<file path="src/rtl/qdec_pkg.sv">
package qdec_pkg;

    typedef struct packed {
        logic a;
        logic b;
    } quad_t;

    typedef enum logic [1:0] {
        EV_IDLE    = 2'b00,
        EV_STEP    = 2'b01,
        EV_ILLEGAL = 2'b10
    } qevent_e;

    function automatic qevent_e classify_pair(quad_t prev, quad_t cur);
        logic ta;
        logic tb;
        ta = prev.a ^ cur.a;
        tb = prev.b ^ cur.b;
        if (ta && tb)
            return EV_ILLEGAL;
        else if (ta || tb)
            return EV_STEP;
        else
            return EV_IDLE;
    endfunction

    function automatic logic step_direction(quad_t prev, quad_t cur);
        return prev.a ^ cur.b;
    endfunction

endpackage

</file>
<file path="src/rtl/qdec_sync.sv">
module qdec_sync #(
    parameter int WIDTH  = 2,
    parameter int STAGES = 2
) (
    input  logic             clk,
    input  logic [WIDTH-1:0] din,
    output logic [WIDTH-1:0] dout
);
    localparam int LAST = STAGES - 1;

    logic [WIDTH-1:0] chain [STAGES];

    always_ff @(posedge clk) chain[0] <= din;

    generate
        for (genvar g = 1; g < STAGES; g++) begin : g_stage
            always_ff @(posedge clk) chain[g] <= chain[g-1];
        end
    endgenerate

    assign dout = chain[LAST];
endmodule

</file>
<file path="src/rtl/qdec_sample.sv">
module qdec_sample
    import qdec_pkg::*;
(
    input  logic  clk,
    input  quad_t cur,
    output quad_t prev
);
    // Loads in reset too: the reference always tracks the synchronized input.
    always_ff @(posedge clk) prev <= cur;
endmodule

</file>
<file path="src/rtl/qdec_classify.sv">
module qdec_classify
    import qdec_pkg::*;
(
    input  quad_t prev,
    input  quad_t cur,
    output logic  step,
    output logic  illegal,
    output logic  dir
);
    qevent_e ev;

    always_comb begin
        ev      = classify_pair(prev, cur);
        step    = (ev == EV_STEP);
        illegal = (ev == EV_ILLEGAL);
        dir     = step_direction(prev, cur);
    end
endmodule

</file>
<file path="src/rtl/qdec_top.sv">
module qdec_top
    import qdec_pkg::*;
#(
    parameter int SYNC_STAGES = 2
) (
    input  logic clk,
    input  logic rst,
    input  logic enc_a,
    input  logic enc_b,
    output logic dir_o,
    output logic move_o,
    output logic err_o
);
    localparam int NCH = $bits(quad_t);

    logic [NCH-1:0] sync_bits;
    quad_t          cur_s;
    quad_t          prev_s;
    logic           step_c;
    logic           illegal_c;
    logic           dir_c;

    qdec_sync #(.WIDTH(NCH), .STAGES(SYNC_STAGES)) u_sync (
        .clk  (clk),
        .din  ({enc_a, enc_b}),
        .dout (sync_bits)
    );

    assign cur_s = quad_t'(sync_bits);

    qdec_sample u_sample (
        .clk  (clk),
        .cur  (cur_s),
        .prev (prev_s)
    );

    qdec_classify u_class (
        .prev    (prev_s),
        .cur     (cur_s),
        .step    (step_c),
        .illegal (illegal_c),
        .dir     (dir_c)
    );

    always_ff @(posedge clk) begin
        if (rst) begin
            move_o <= 1'b0;
            err_o  <= 1'b0;
            dir_o  <= 1'b0;
        end else begin
            move_o <= step_c;
            err_o  <= illegal_c;
            dir_o  <= dir_c;
        end
    end

    // strobe and error are mutually exclusive
    a_r4_excl: assert property (@(posedge clk) disable iff (rst)
        !(move_o && err_o));

    // a strobe follows a cycle in which exactly one line differed from its reference
    a_r3_single: assert property (@(posedge clk) disable iff (rst)
        move_o |-> $countones($past(cur_s ^ prev_s)) == 1);

    // an error follows a cycle in which both lines differed
    a_r4_double: assert property (@(posedge clk) disable iff (rst)
        err_o |-> ($past(cur_s ^ prev_s) == 2'b11));

    // the reference equals the synchronized pair of the previous cycle
    a_r2_ref: assert property (@(posedge clk) disable iff (rst)
        !$past(rst) |-> (prev_s == $past(cur_s)));

    // outputs quiet in the cycle after a reset cycle
    a_r6_quiet: assert property (@(posedge clk)
        rst |=> (!move_o && !err_o));

    // a clockwise step from rest (A rises while B stays low) reports 0
    a_r5_cw: assert property (@(posedge clk) disable iff (rst)
        (move_o && $past(prev_s) == 2'b00 && $past(cur_s) == 2'b10) |-> !dir_o);
endmodule

</file>
<file path="config.mk">
export PLATFORM = sky130hd
export DESIGN_NAME = qdec_top
export DESIGN_NICKNAME = d
export VERILOG_FILES = /design/src/rtl/qdec_pkg.sv /design/src/rtl/qdec_sync.sv /design/src/rtl/qdec_sample.sv /design/src/rtl/qdec_classify.sv /design/src/rtl/qdec_top.sv
export SDC_FILE = /design/constraint.sdc
export NUM_CORES = 1
export LEC_CHECK = 0
export ABC_AREA = 0
export BUFFER_PORTS_ARGS = -buffer_cell sky130_fd_sc_hd__clkbuf_2
export CORE_AREA = 2 2 39 41
export DETAILED_ROUTE_END_ITERATION = 10
export DIE_AREA = 0 0 41 43
export GPL_TIMING_DRIVEN = 0
export PLACE_DENSITY = 0.42
export SYNTH_ARGS = -nofsm -noshare
export SYNTH_HDL_FRONTEND = slang
export SYNTH_SLANG_ARGS = --single-unit
export TNS_END_PERCENT = 10
</file>
<file path="constraint.sdc">
create_clock -name clk -period 2.5 [get_ports clk]
set_input_delay 0.5 -clock clk [delete_from_list [all_inputs] [get_ports clk]]
set_output_delay 0.5 -clock clk [all_outputs]
set_load 0.005 [all_outputs]
</file>
==> impl_metrics.tcl, run 1 <==
set metrics [dict create \
    status "finished clean" \
    cts_buffer_depth 2 \
    finalPower_uw 281 \
    finalWirelength_um 282 \
    met2_usage_pct 5.31 \
    drive_above_1_share_pct 34.6 \
    min_period_ps 1170 \
    min_path_cells 0 \
    first_global_vias 115 \
    antenna_left 0 \
    avgSynthCellArea_sq_um 14.7 \
    cp.required_ps 2000 \
    num_antenna_cells 0 \
    htree_levels 1 \
    rsz0062_at_grt "no" \
    hold_end "u_sync.chain[0][3]" \
    port_buffers 6 \
    path_clk_slew_ps 60 \
    timing.fmax_ghz 0.857 \
    p_int_uw 224 \
    worstMarginPinSlew_ps 137 \
    p_seq_share_pct 55.8 \
    synth_fp_nets 21 \
    ys_seq_elements 9 \
    arrival_ps 670 \
    yosys.area_share.simple_pct 6.91 \
    grt_antenna_before_repair 0 \
    yosysSeqAreaShare_pct 76.6 \
    path_class "reg2out" \
    cts_setup_buffers 0 \
    postCtsResizedCells 0 \
    crit_start "err_o" \
    grt_usage_pct 4.33 \
    gp_congestion 0.552 \
    cp_top_family "flip-flops" \
    net-switching-power_uw 56.9 \
    crit_fanout 1 \
    syn_to_final_growth_pct 32.4 \
    p_sw_share_pct 20.2 \
    fp.coreArea_sq_um 1380 \
    setup_viol 0 \
    reg2reg_slack_ps 1510 \
    post-place-ws_ps 1500 \
    yosys.area_share.xor_xnor_pct 11.2 \
    drv_slew 0 \
    floorplan.initialDensity_pct 17.0 \
    avgRoutedWirePerCell_um 6.71 \
    grt_max_degree 6 \
    cts_tree "built" \
    first_pass_iters 1 \
    synthMuxAreaShare_pct 0 \
    insertion_delay_ps 260 \
    p_leak_nw 0.141 \
    via_per_inst 3.26 \
    clockRootBuffer "clkbuf_4" \
    r2r-start "u_sync.chain[0][2]" \
    worstHoldPathType "reg2reg" \
    ys_types 6 \
    pwr-share-clk_pct 38.6 \
    max_stage_delay_ps 310 \
    die-area_sq_um 1760 \
    ios 7 \
    synth_compound_area_share_pct 0 \
    grt_busiest_layer "met3" \
    tns_ps 0 \
    power_density_nw_per_um2 903 \
    use_met1_pct 2.61 \
    pwr-share-comb_pct 5.6 \
    final.period_utilization_pct 46.7 \
    final_hold_viol_count 0 \
    cts.sinks 9 \
    cts_made_buffers 3 \
    grt_pass1_wl_um 407 \
    synthAdderAreaFrac_pct 5.32 \
    end_kind "output pin" \
    cp_cell_sequence "clkbuf_2" \
    final.setup.worst_slack_ps 1330 \
    die_w_um 41 \
    drt_iter0_markers 0 \
    critical_path.n_buffers_inverters 1 \
    dr_total_vias 137 \
    syn_inst 16 \
    min_from "u_sync.chain[0][1]" \
    post-route-drc-count 0 \
    die_h_um 43 \
    drv_cap 0 \
    netlist_area_sq_um 235 \
    slew_headroom_pct 90.9 \
    grt_use_met3_pct 7.85 \
    final_cell_mix "dfxtp_1, clkbuf_2, clkbuf_4" \
    crit_slowest_cell "dfxtp_1" \
    finClkSkew_ps 4.12 \
    rr_worst_depth 3 \
    ctsHoldBuffers 0 \
    nNetsFinal 32 \
    final_common_cell "dfxtp_1" \
    max-vdd-ir-drop_v 0.000251 \
    overflow 0 \
    synth_top_family_by_area "XOR/XNOR gates" \
    ys_warn_count 0 \
    rows 14 \
    start_kind "register" \
    r2r_end "move_o" \
    final.fill_count 156 \
]
[logic make-up (layout without fill, tap and decap cells)]
logic type,count (synthesis),count (layout)
buffers and inverters,0,10
adders and majority gates,1,1
DFF,9,9
xor gates and xnor gates,3,3
and+or+nand+nor,3,3
[routing by layer]
layer / part of all wire, % / vias up
met3: 22 / 0
li1: - / 68
met1: 31 / 59
met2: 46 / 10
met4: 0 / 0
met5: 0 / -
[layout make-up]
type	instances	area [sq um]	area share [%]
Clock buffer	4	26.3	8.43
Multi-Input combinational cell	7	55.1	17.7
Sequential cell	9	180	57.8
Tap cell	16	20.0	6.43
Timing Repair Buffer	6	30.0	9.64
[flip-flops by register name (all words and copies together) (netlist names)]
| register | flops |
|---|---|
| u_sync.chain | 4 |
| u_sample.prev | 2 |
| dir_o | 1 |
| err_o | 1 |
| move_o | 1 |
[synthesized netlist by cell type]
master / count / area share [%]
ha_1: 1 / 5.3
dfxtp_1: 9 / 77
xnor2_1: 1 / 3.7
nor2b_1: 2 / 5.3
nor2_1: 1 / 1.6
xor2_1: 2 / 7.4
[metrics by stage]
stage	cells	cell area (sq um)	hold slack, ps	util [%]
3_5_place_dp	38	285	317	20.6
2_1_floorplan	16	235	310	-
6_report	42	312	326	22.5
5_1_grt	42	312	325	22.5
4_1_cts	42	312	331	22.5
3_3_place_gp	38	285	311	20.6
[how the worst max path moves through the flow]
stage,end,cells past startpoint
after global routing,err_o,1
after global placement,move_o,3
after CTS,err_o,1
after floorplan,move_o,3
after detailed placement,move_o,3
final,err_o,1
[power by group through the flow]
stage	clock (mW)	sequential, mW	combinational [mW]
finish	0.109	0.157	0.0157
global route	0.122	0.158	0.0184
CTS	0.114	0.157	0.0162
detailed placement	0	0.160	0.0163
global placement	0	0.160	0.0158
floorplan	0	0.160	0.00745
Power figures use the tool's default switching activity.
==> inputs of run 2 (changes only) <==
--- a/config.mk
+++ b/config.mk
@@ -11,7 +11,7 @@
 export DETAILED_ROUTE_END_ITERATION = 10
 export DIE_AREA = 0 0 41 43
 export GPL_TIMING_DRIVEN = 0
-export PLACE_DENSITY = 0.42
+export PLACE_DENSITY = 0.43
 export SYNTH_ARGS = -nofsm -noshare
 export SYNTH_HDL_FRONTEND = slang
 export SYNTH_SLANG_ARGS = --single-unit
==> constraint.sdc (replaced) <==
create_clock -name clk -period 0.97 [get_ports clk]
set_input_delay 0.194 -clock clk [delete_from_list [all_inputs] [get_ports clk]]
set_output_delay 0.194 -clock clk [all_outputs]
set_load 0.005 [all_outputs]
==> impl_metrics.tcl, run 2 (synthesis results as in run 1) <==
set metrics [dict create \
    clockRootBuffer "clkbuf_4" \
    status "finished clean" \
    arrival_ps 1110 \
    slew_headroom_pct 91.1 \
    floorplan.initialDensity_pct 17.0 \
    dpl.hpwl_um 198 \
    crit_fanout 1 \
    grt_max_degree 6 \
    dp_cells 38 \
    min_period_ps 962 \
    die_h_um 43 \
    pwr-share-clk_pct 37.9 \
    max-vdd-ir-drop_v 0.00114 \
    final_cell_area_sq_um 330 \
    p_leak_nw 0.151 \
    avgRoutedWirePerCell_um 6.32 \
    pwr-share-comb_pct 6.6 \
    ctsHoldBuffers 0 \
    timing.fmax_ghz 1.04 \
    port_buffers 6 \
    path_clk_slew_ps 60 \
    p_seq_share_pct 55.5 \
    setup_viol 0 \
    r2r-start "u_sample.prev[0]" \
    cp_top_family "flip-flops" \
    final_cells 44 \
    nNetsFinal 34 \
    drive_above_1_share_pct 50.0 \
    post-route-drc-count 0 \
    cp_cell_sequence "xor2_1 -> ha_1 -> nor2b_1" \
    final_hold_viol_count 0 \
    fp.coreArea_sq_um 1380 \
    crit_start "u_sample.prev[0]" \
    regMostFlops "u_sync.chain" \
    worstMarginPinSlew_ps 133 \
    drv_slew 0 \
    drt_iter0_markers 2 \
    end_kind "register" \
    htree_levels 1 \
    finalWirelength_um 278 \
    min_from "enc_a" \
    postPlaceCellArea_sq_um 285 \
    grt_usage_pct 4.55 \
    first_pass_iters 2 \
    cp.required_ps 1120 \
    critical_path.n_buffers_inverters 0 \
    rsz0062_at_grt "yes" \
    largest_reg_flops 4 \
    p_int_uw 584 \
    insertion_delay_ps 250 \
    ios 7 \
    overflow 0 \
    dr_total_vias 136 \
    start_kind "register" \
    die-area_sq_um 1760 \
    max_stage_delay_ps 310 \
    net-switching-power_uw 143 \
    finClkSkew_ps 7.49 \
    cts_made_buffers 3 \
    syn_to_final_growth_pct 40.4 \
    die_w_um 41 \
    drv_cap 0 \
    crit_slowest_cell "dfxtp_1" \
    reg_top3 "u_sync.chain (4), u_sample.prev (2)" \
    power_density_nw_per_um2 2200 \
    cts.sinks 9 \
    grt_pass1_wl_um 414 \
    num_antenna_cells 0 \
    p_sw_share_pct 19.7 \
    rows 14 \
    worstHoldPathType "in2reg" \
    antenna_left 0 \
    grt_antenna_before_repair 0 \
    via_per_inst 3.09 \
    gp_congestion 0.566 \
    cts_tree "built" \
    cts_buffer_depth 2 \
    path_class "reg2reg" \
    first_global_vias 113 \
    final.period_utilization_pct 99.2 \
    final_cell_mix "dfxtp_1, clkbuf_2, clkbuf_4, dfxtp_2" \
]
run 2: cell types whose count changed in the layout (fill, tap and decap cells not counted), sizes merged:
cell,before,now
buf,0,2
run 2: worst paths after layout:
kind / to / slack, ps / cells after the start
hold reg to reg: u_sync.chain[0][2] / 330 / 0
setup / recovery: move_o / 8 / 3
hold / removal: u_sync.chain[0][1] / 50 / 1
setup reg to reg: move_o / 8 / 3
run 2: area by class of cell:
type | count | area, sq um
Timing Repair Buffer | 8 | 45.0
Clock buffer | 4 | 26.3
Fill cell | 143 | 1050
Sequential cell | 9 | 184
Tap cell | 16 | 20.0
Multi-Input combinational cell | 7 | 55.1
run 2: metal layers:
layer / part of all wire [%] / vias to the layer above / global-route usage (%)
met5: 0 / - / 0
met4: 0 / 0 / 2.00
met3: 19 / 0 / 9.42
met2: 37 / 9 / 4.69
met1: 43 / 53 / 2.96
li1: - / 74 / -
run 2: power by group through the flow:
stage / registers, mW / logic, mW / clock network, mW
CTS: 0.404 / 0.0494 / 0.290
detailed placement: 0.413 / 0.0418 / 0
floorplan: 0.413 / 0.0192 / 0
global route: 0.405 / 0.0556 / 0.313
finish: 0.404 / 0.0481 / 0.275
global placement: 0.411 / 0.0401 / 0
run 2: per-stage QoR:
| stage | setup TNS [ps] | utilization (%) | worst slack (ps) | hold slack (ps) | power, mW |
|---|---|---|---|---|---|
| finish | 0 | 23.9 | 7.66 | 46.5 | 0.727 |
| CTS | 0 | 23.9 | 0.540 | 36.6 | 0.743 |
| global placement | -5.00 | 20.6 | -5.00 | 298 | 0.452 |
| detailed placement | -26.7 | 20.6 | -26.7 | 299 | 0.454 |
| global route | -27.4 | 23.9 | -27.4 | 20.4 | 0.774 |
| floorplan | 0 | - | 9.79 | 222 | 0.432 |
run 2: repair_timing:
item,CTS,global route
setup buffers,2,0
hold endpoints to repair,0,0
setup endpoints to repair,1,1
gates resized for setup,3,0
pin swaps,2,0
==> inputs of run 3 (changes only) <==
==> constraint.sdc (replaced) <==
create_clock -name clk -period 0.97 [get_ports clk]
set_input_delay 0.0485 -clock clk [delete_from_list [all_inputs] [get_ports clk]]
set_output_delay 0.0485 -clock clk [all_outputs]
set_load 0.005 [all_outputs]
==> impl_metrics.tcl, run 3 (synthesis results as in run 1) <==
set metrics [dict create \
    dpl.hpwl_um 198 \
    post-route-drc-count 0 \
    drv_cap 0 \
    ios 7 \
    drive_above_1_share_pct 45.2 \
    cts.sinks 9 \
    dr_total_vias 146 \
    timing.fmax_ghz 1.04 \
    final_cell_area_sq_um 360 \
    reg_top3 "u_sync.chain (4), u_sample.prev (2)" \
    first_global_vias 134 \
    insertion_delay_ps 250 \
    grt_antenna_before_repair 0 \
    first_pass_iters 2 \
    clockRootBuffer "clkbuf_4" \
    die_h_um 43 \
    avgRoutedWirePerCell_um 6.51 \
    crit_slowest_cell "dfxtp_1" \
    power_density_nw_per_um2 2040 \
    cts_buffer_depth 2 \
    fp.coreArea_sq_um 1380 \
    crit_fanout 1 \
    grt_pass1_wl_um 469 \
    max_stage_delay_ps 310 \
    cp_cell_sequence "xor2_1 -> ha_1 -> nor2b_1" \
    htree_levels 1 \
    drv_slew 0 \
    postPlaceCellArea_sq_um 285 \
    min_period_ps 962 \
    critical_path.n_buffers_inverters 0 \
    num_antenna_cells 0 \
    max-vdd-ir-drop_v 0.00114 \
    finClkSkew_ps 7.84 \
    status "finished clean" \
    grt_busiest_layer "met3" \
    p_leak_nw 0.163 \
    path_clk_slew_ps 60 \
    path_class "reg2reg" \
    regMostFlops "u_sync.chain" \
    die_w_um 41 \
    finalWirelength_um 306 \
    largest_reg_flops 4 \
    final.period_utilization_pct 99.2 \
    end_kind "register" \
    grt_usage_pct 4.95 \
    rows 14 \
    port_buffers 6 \
    final_cell_mix "dfxtp_1, clkbuf_2, clkbuf_4, dlygate4sd3_1, dfxtp_2" \
    antenna_left 0 \
    drt_iter0_markers 2 \
    reg2reg_slack_ps 8 \
    die-area_sq_um 1760 \
    slew_headroom_pct 91.1 \
    cts_tree "built" \
    grt_max_degree 6 \
    grt_use_met3_pct 9.42 \
    rsz0062_at_grt "yes" \
    arrival_ps 1110 \
    met2_usage_pct 5.94 \
    worstMarginPinSlew_ps 133 \
    overflow 0 \
    holdWs_ps 325 \
    via_per_inst 3.11 \
    finalPower_uw 737 \
    use_met1_pct 2.96 \
    floorplan.initialDensity_pct 17.0 \
    nNetsFinal 37 \
    final.fill_count 140 \
    syn_to_final_growth_pct 53.2 \
    cts_made_buffers 3 \
    gp_congestion 0.566 \
    start_kind "register" \
    setup_viol 0 \
    cp_top_family "flip-flops" \
    final_hold_viol_count 0 \
    cp.required_ps 1120 \
    worstHoldPathType "reg2reg" \
]
[run 3: repair_timing]
item	CTS	global route
buffers inserted	2	0
hold buffers	3	0
endpoints found under the setup margin	1	1
gates resized for setup	3	0
gates cloned	0	0
endpoints found under the hold margin	5	0
pin swaps	2	0
[run 3: per-stage QoR]
step / setup TNS (ps) / std cells / util (%) / setup slack (ps)
5_1_grt: -27.4 / 47 / 26.0 / -27.4
6_report: 0 / 47 / 26.0 / 7.55
3_3_place_gp: -5.00 / 38 / 20.6 / -5.00
4_1_cts: 0 / 47 / 26.0 / 0.540
2_1_floorplan: 0 / 16 / - / 9.79
3_5_place_dp: -26.7 / 38 / 20.6 / -26.7
[run 3: area by class of cell]
cell class                 instances  area (sq um)  area share [%]
tap                               16          20.0            5.56
timing repair buffer              11          75.1            20.8
multi-input combinational          7          55.1            15.3
sequential                         9           184            51.0
clock buffer                       4          26.3            7.29
[run 3: final timing paths]
kind,startpoint,to,cells after the start
max reg2reg,u_sample.prev[0],move_o,3
max,u_sample.prev[0],move_o,3
min,u_sync.chain[0][0],u_sync.chain[0][2],0
min reg2reg,u_sync.chain[0][0],u_sync.chain[0][2],0
[run 3: layer usage]
layer	wire (um)	part of all wire, %
met1	131	43
met2	125	41
met3	49	16
met4	0	0
met5	0	0
[run 3: where the power goes]
part | total (mW) | internal [mW] | switching [mW]
sequential | 0.404 | 0.396 | 0.00798
clock | 0.275 | 0.158 | 0.117
combinational | 0.0575 | 0.0382 | 0.0194
[run 3: worst register-to-register path, delay by kind of cell, from the launching register on]
kind / cells / cell delay [ps]
flops: 1 / 310
fa+ha+maj: 1 / 280
xor+xnor: 1 / 150
simple gates: 1 / 130
